### config.mk
export PLATFORM = sky130hd
export DESIGN_NAME = dmod_prescaler
export DESIGN_NICKNAME = d
export VERILOG_FILES = /design/src/rtl/dmod_pkg.sv /design/src/rtl/dmod_core34.sv /design/src/rtl/dmod_half.sv /design/src/rtl/dmod_mode_latch.sv /design/src/rtl/dmod_prescaler.sv
export SDC_FILE = /design/constraint.sdc
export NUM_CORES = 1
export LEC_CHECK = 0
export BUFFER_PORTS_ARGS = -buffer_cell sky130_fd_sc_hd__buf_2
export CAP_MARGIN = 20
export CORE_AREA = 5 5 42 44
export CTS_BUF_LIST = sky130_fd_sc_hd__clkbuf_16
export CTS_CLUSTER_SIZE = 25
export DETAILED_ROUTE_END_ITERATION = 6
export DIE_AREA = 0 0 47 49
export PLACE_DENSITY = 0.3
export SLEW_MARGIN = 0
export SYNTH_ARGS = -nofsm -noshare
export SYNTH_HDL_FRONTEND = slang
export SYNTH_SLANG_ARGS = --single-unit
### constraint.sdc
create_clock -name clk -period 2.35 [get_ports clk]
set_input_delay 0.3525 -clock clk [delete_from_list [all_inputs] [get_ports clk]]
set_output_delay 0.3525 -clock clk [all_outputs]
set_load 0.02 [all_outputs]
### src/rtl/dmod_pkg.sv
package dmod_pkg;
    localparam int CORE_W  = 2;
    localparam int PHASE_W = CORE_W + 1;

    typedef enum logic [CORE_W-1:0] {
        CS_0 = 2'b00,
        CS_1 = 2'b01,
        CS_2 = 2'b10,
        CS_3 = 2'b11
    } core_st_t;

    typedef enum logic {
        HS_LO = 1'b0,
        HS_HI = 1'b1
    } half_st_t;

    typedef enum logic {
        MD_DIV8 = 1'b0,
        MD_DIV7 = 1'b1
    } mode_st_t;
endpackage

### src/rtl/dmod_core34.sv
module dmod_core34
    import dmod_pkg::*;
(
    input  logic              clk,
    input  logic              rst,
    input  logic              short_i,
    output logic [CORE_W-1:0] state_o,
    output logic              wrap_o
);
    core_st_t st_q;
    core_st_t st_d;

    // state register
    always_ff @(posedge clk) begin
        if (rst) st_q <= CS_0;
        else     st_q <= st_d;
    end

    // next state: short count skips CS_3
    always_comb begin
        st_d = st_q;
        unique case (st_q)
            CS_0: st_d = CS_1;
            CS_1: st_d = CS_2;
            CS_2: st_d = short_i ? CS_0 : CS_3;
            CS_3: st_d = CS_0;
        endcase
    end

    // outputs
    always_comb begin
        wrap_o = 1'b0;
        unique case (st_q)
            CS_0, CS_1: wrap_o = 1'b0;
            CS_2:       wrap_o = short_i;
            CS_3:       wrap_o = 1'b1;
        endcase
    end

    assign state_o = st_q;
endmodule

### src/rtl/dmod_half.sv
module dmod_half
    import dmod_pkg::*;
(
    input  logic clk,
    input  logic rst,
    input  logic adv_i,
    output logic half_o
);
    half_st_t hs_q;
    half_st_t hs_d;

    always_ff @(posedge clk) begin
        if (rst) hs_q <= HS_LO;
        else     hs_q <= hs_d;
    end

    always_comb begin
        hs_d = hs_q;
        unique case (hs_q)
            HS_LO: if (adv_i) hs_d = HS_HI;
            HS_HI: if (adv_i) hs_d = HS_LO;
        endcase
    end

    assign half_o = (hs_q == HS_HI);
endmodule

### src/rtl/dmod_mode_latch.sv
module dmod_mode_latch
    import dmod_pkg::*;
(
    input  logic clk,
    input  logic rst,
    input  logic sample_i,
    input  logic mod_i,
    output logic div7_o
);
    mode_st_t md_q;
    mode_st_t md_d;

    always_ff @(posedge clk) begin
        if (rst) md_q <= MD_DIV8;
        else     md_q <= md_d;
    end

    always_comb begin
        md_d = md_q;
        unique case (md_q)
            MD_DIV8: if (sample_i && mod_i)  md_d = MD_DIV7;
            MD_DIV7: if (sample_i && !mod_i) md_d = MD_DIV8;
        endcase
    end

    assign div7_o = (md_q == MD_DIV7);
endmodule

### src/rtl/dmod_prescaler.sv
module dmod_prescaler
    import dmod_pkg::*;
(
    input  logic               clk,
    input  logic               rst,
    input  logic               mod_sel,
    output logic               div_clk,
    output logic               cyc_pulse,
    output logic [PHASE_W-1:0] phase
);
    logic [CORE_W-1:0] core_st;
    logic              core_wrap;
    logic              half_q;
    logic              mode_q;
    logic              short_cyc;
    logic              cyc_end;
    logic              pulse_q;

    // count by three only in the upper half of a divide-by-7 period
    assign short_cyc = mode_q & half_q;
    assign cyc_end   = core_wrap & half_q;

    dmod_core34 u_core (
        .clk     (clk),
        .rst     (rst),
        .short_i (short_cyc),
        .state_o (core_st),
        .wrap_o  (core_wrap)
    );

    dmod_half u_half (
        .clk    (clk),
        .rst    (rst),
        .adv_i  (core_wrap),
        .half_o (half_q)
    );

    dmod_mode_latch u_mode (
        .clk      (clk),
        .rst      (rst),
        .sample_i (cyc_end),
        .mod_i    (mod_sel),
        .div7_o   (mode_q)
    );

    // boundary pulse register
    always_ff @(posedge clk) begin
        if (rst) pulse_q <= 1'b0;
        else     pulse_q <= cyc_end;
    end

    assign div_clk   = half_q;
    assign cyc_pulse = pulse_q;
    assign phase     = {half_q, core_st};
endmodule

### Word level (Yosys, flattened, before mapping)

Cells that the tools add are included.

* equal/unequal tests: 3
* multiplexer cells: 9
* bitwise logic cells: 4
* reductions and logical operators: 5

Operator list (count)
* one-hot mux 2 bit (4 select lines): 1
* == test 2 bit (second input constant): 2
* two-way mux 1 bit: 4
* one-hot mux 1 bit (2 select lines): 2
* one-hot mux 1 bit (3 select lines): 1
* AND 1 bit: 2
* == test 2 x 1 -> 1 bit (second input constant): 1
* logical AND 1 bit: 2
* zero test 2 bit: 1
* two-way mux 2 bit: 1
* inverter 1 bit: 2
* OR reduction 2 bit: 1
* zero test 1 bit: 1

* register bits: 5
* bits of input ports: 3
* word-level logic and storage cells: 25

### Depth between registers and ports, before layout

* depth after elaboration: 7
* mapped depth: 5
* mapped depth without buffers: 5

### Cells and area by module

Synthesis repeated with hierarchy kept, for this count alone.

* cells, all modules: 18
* area total of the unflattened synthesis: 191.4 um^2

By module, submodules not included
* dmod_core34: instances 1, cells each 7, area an instance 75.1 um^2, seq. area each 40.0 um^2
* dmod_prescaler: instances 1, cells each 5, area an instance 50.0 um^2, seq. area each 20.0 um^2
* dmod_mode_latch: instances 1, cells each 3, area an instance 33.8 um^2, seq. area each 20.0 um^2
* dmod_half: instances 1, cells each 3, area an instance 32.5 um^2, seq. area each 20.0 um^2

### Worst setup path after synthesis

Ideal clock, no wire load.

* path kind: flip-flop to flip-flop
* from: register u_half.hs_q (netlist: u_half.half_o)
* to: register (tool-made name)
* library setup time: 114 ps
* data arrival time: 1079 ps
* required time: 2236 ps
* slack: 1157 ps
* cell stages (with the launch flop): 6
* buffers on the path: 0
* clock period less this slack: 1193 ps
* cell sequence: dfxtp_1 -> a21oi_2 -> nor2b_1 -> ha_1 -> mux2i_1 -> nor2_1

RTL lines
* start: declaration: RTL line dmod_half.sv:9 `half_st_t hs_q;`
* start signal: assignment: RTL line dmod_half.sv:14 `else hs_q <= hs_d;`

### Final worst setup path

* from: register u_half.hs_q (netlist: u_half.half_o)
* to: output port phase[2]

RTL lines
* end: declaration: RTL line dmod_prescaler.sv:9 `output logic [PHASE_W-1:0] phase`

No word-level cell between the ends.

==> reports/qor.yml <==
cp_max_fo: 5
synth_common_cells: "dfxtp_1 (5), nor2b_1 (3), mux2i_1 (2), nor2_1 (2)"
num-nets-final: 31
max_freq_ghz: 0.859
fin_crit_sh_pct: 49.5
drt-total-wl_um: 383
status: "complete, no violations"
synthAdderAreaFrac_pct: 6.80
htreeDepth: 1
routed_via_density: 3.60
vias: 151
drv_cap: 0
finClkSkew_ns: 0.000438
hold_ws_ns: 0.348
netlist_area_um2: 184
synth_warnings: 0
synth_seq_cells: 5
synth_nets: 20
ctsResizeCount: 0
drv_slew: 0
yosys.area_share.simple_pct: 14.3
boundaryPins: 8
cts_sinks: 5
synth_top_area_share_pct: 54.4
p_leak_nw: 0.145
hold_violations: 0
crit_required_ns: 2.00
arrival_ns: 0.81
path_clk_slew_ns: 0.03
pwr_density_cell_nw_per_um2: 1240
cts_hold_buf: 0
irDropWorstVdd_mv: 0.406
startpoint_type: "flip-flop"
end_kind: "output port"
grt_pass1_vias: 143
synthArstFlopShare_pct: 0
drive_above_1_share_pct: 42.3
synth_top_family_by_area: "simple AND/OR/NAND/NOR gates"
die_y_um: 49
drtIter0Drc: 7
setup_tns_ns: 0
cpMaxStageDelayCell: "dfxtp_1"
rsz0062_at_grt: "false"
synth.most_common_cell: "dfxtp_1"
critPathTopFamily: "flip-flops"
cts_tree: "yes"
grt_pass1_wl_um: 641
yosysTopAreaCell: "dfxtp_1"
critical_path_class: "flip-flop to output port"
root_buffer: "clkbuf_16"
drc: 0
grt_max_degree: 6
clock_latency_ns: 0.22
grt_overflow: 0
fin_crit_ns: 1.16
cpPeakStageDelay_ns: 0.39
clockBufferDepth: 2
final_util_pct: 22.1
post_drt_wl_per_cell_um: 9.12
syn-mean-instance-area_um2: 11.5
numCtsBuffers: 3
finalSetupViolCount: 0
synthFlopType: "dfxtp_1"
area_delta_synth_final_pct: 68.7
synth-compound-area-share_pct: 9.52
start_util_pct: 13.1
synth_mux_area_share_pct: 10.9
post_cts_buffers: 0
power_mw: 0.383
tightest_slew_ns: 0.200
synth_xor_xnor_area_share_pct: 0
gp_congestion: 0.638
grtUsageTotal_pct: 4.72
core_area_um2: 1400
worstPathCellList: "buf_2"
rows: 14
die-area_um2: 2300
synthTopCellsByArea: "dfxtp_1 (54%), mux2i_1 (11%), nor2b_1 (10%), ha_1 (6.8%), a21oi_2 (4.8%)"
hold_class: "input pin to flip-flop"
synth_cells: 16
ant_nets: 0
synth.distinct_cells: 8
antenna_found_initial: 0
dieWidth_um: 47
ys_seq_area_share_pct: 54.4
final.fill_count: 166
io_buffer_count: 7
cp_num_buf_inv: 1
firstDrtPassIters: 4
slew_headroom_pct: 86.6
diodes: 0
synth_edf_count: 0
## cell type report
type	count	area [µm²]	share of cell area, %
Tap cell	16	20.0	6.45
Sequential cell	5	100	32.3
Clock inverter	1	3.75	1.21
Multi-Input combinational cell	10	76.3	24.6
Timing Repair Buffer	7	35.0	11.3
Clock buffer	3	75.1	24.2
## cell usage in the layout, fill, tap and decap left out, drive strengths merged
cell type | Yosys | routed
buf | 1 | 7
dfxtp | 5 | 5
nor2b | 3 | 3
clkbuf | 0 | 3
mux2i | 2 | 2
nor2 | 2 | 2
a21oi | 1 | 1
a311oi | 1 | 1
ha | 1 | 1
inv | 0 | 1
## worst paths after layout
kind,startpoint,endpoint,slack (ns),depth (start not counted)
setup / recovery,u_half.half_o,phase[2],1.19,1
hold / removal,rst,u_half.half_o,0.35,2
setup reg to reg,u_half.half_o,flip-flop,1.23,5
hold reg to reg,u_core.state_o[0],u_core.state_o[0],0.49,1
## routing by layer
layer  GRT usage, %  vias up  routed length, µm
li1               -       75                  -
met1           4.19       65                146
met2           4.52        9                158
met3           5.90        2                 68
met4           5.53        0                  9
met5              0        -                  0
## kinds of logic (layout without fill, tap and decap cells)
family                     Yosys count  after routing
DFF                                  5              5
and+or+nand+nor                      5              5
buffers and inverters                1             11
muxes                                2              2
AOI/OAI and AO/OA                    2              2
adders and majority gates            1              1
## report_power, final
part / switching [mW] / internal [mW] / total [mW] / leakage, nW
clock: 0.0518 / 0.220 / 0.272 / 0.0423
combinational: 0.0105 / 0.00786 / 0.0183 / 0.0614
sequential: 0.00418 / 0.0891 / 0.0933 / 0.0409
## per-stage QoR
step / setup slack (ns) / instance area [µm²] / cells
after floorplan: 1.16 / 184 / 16
after global placement: 1.23 / 231 / 38
after detailed placement: 1.23 / 231 / 38
after CTS: 1.17 / 310 / 42
after global routing: 1.14 / 310 / 42
final: 1.19 / 310 / 42
Note: power is estimated with default switching activity, not from simulation.
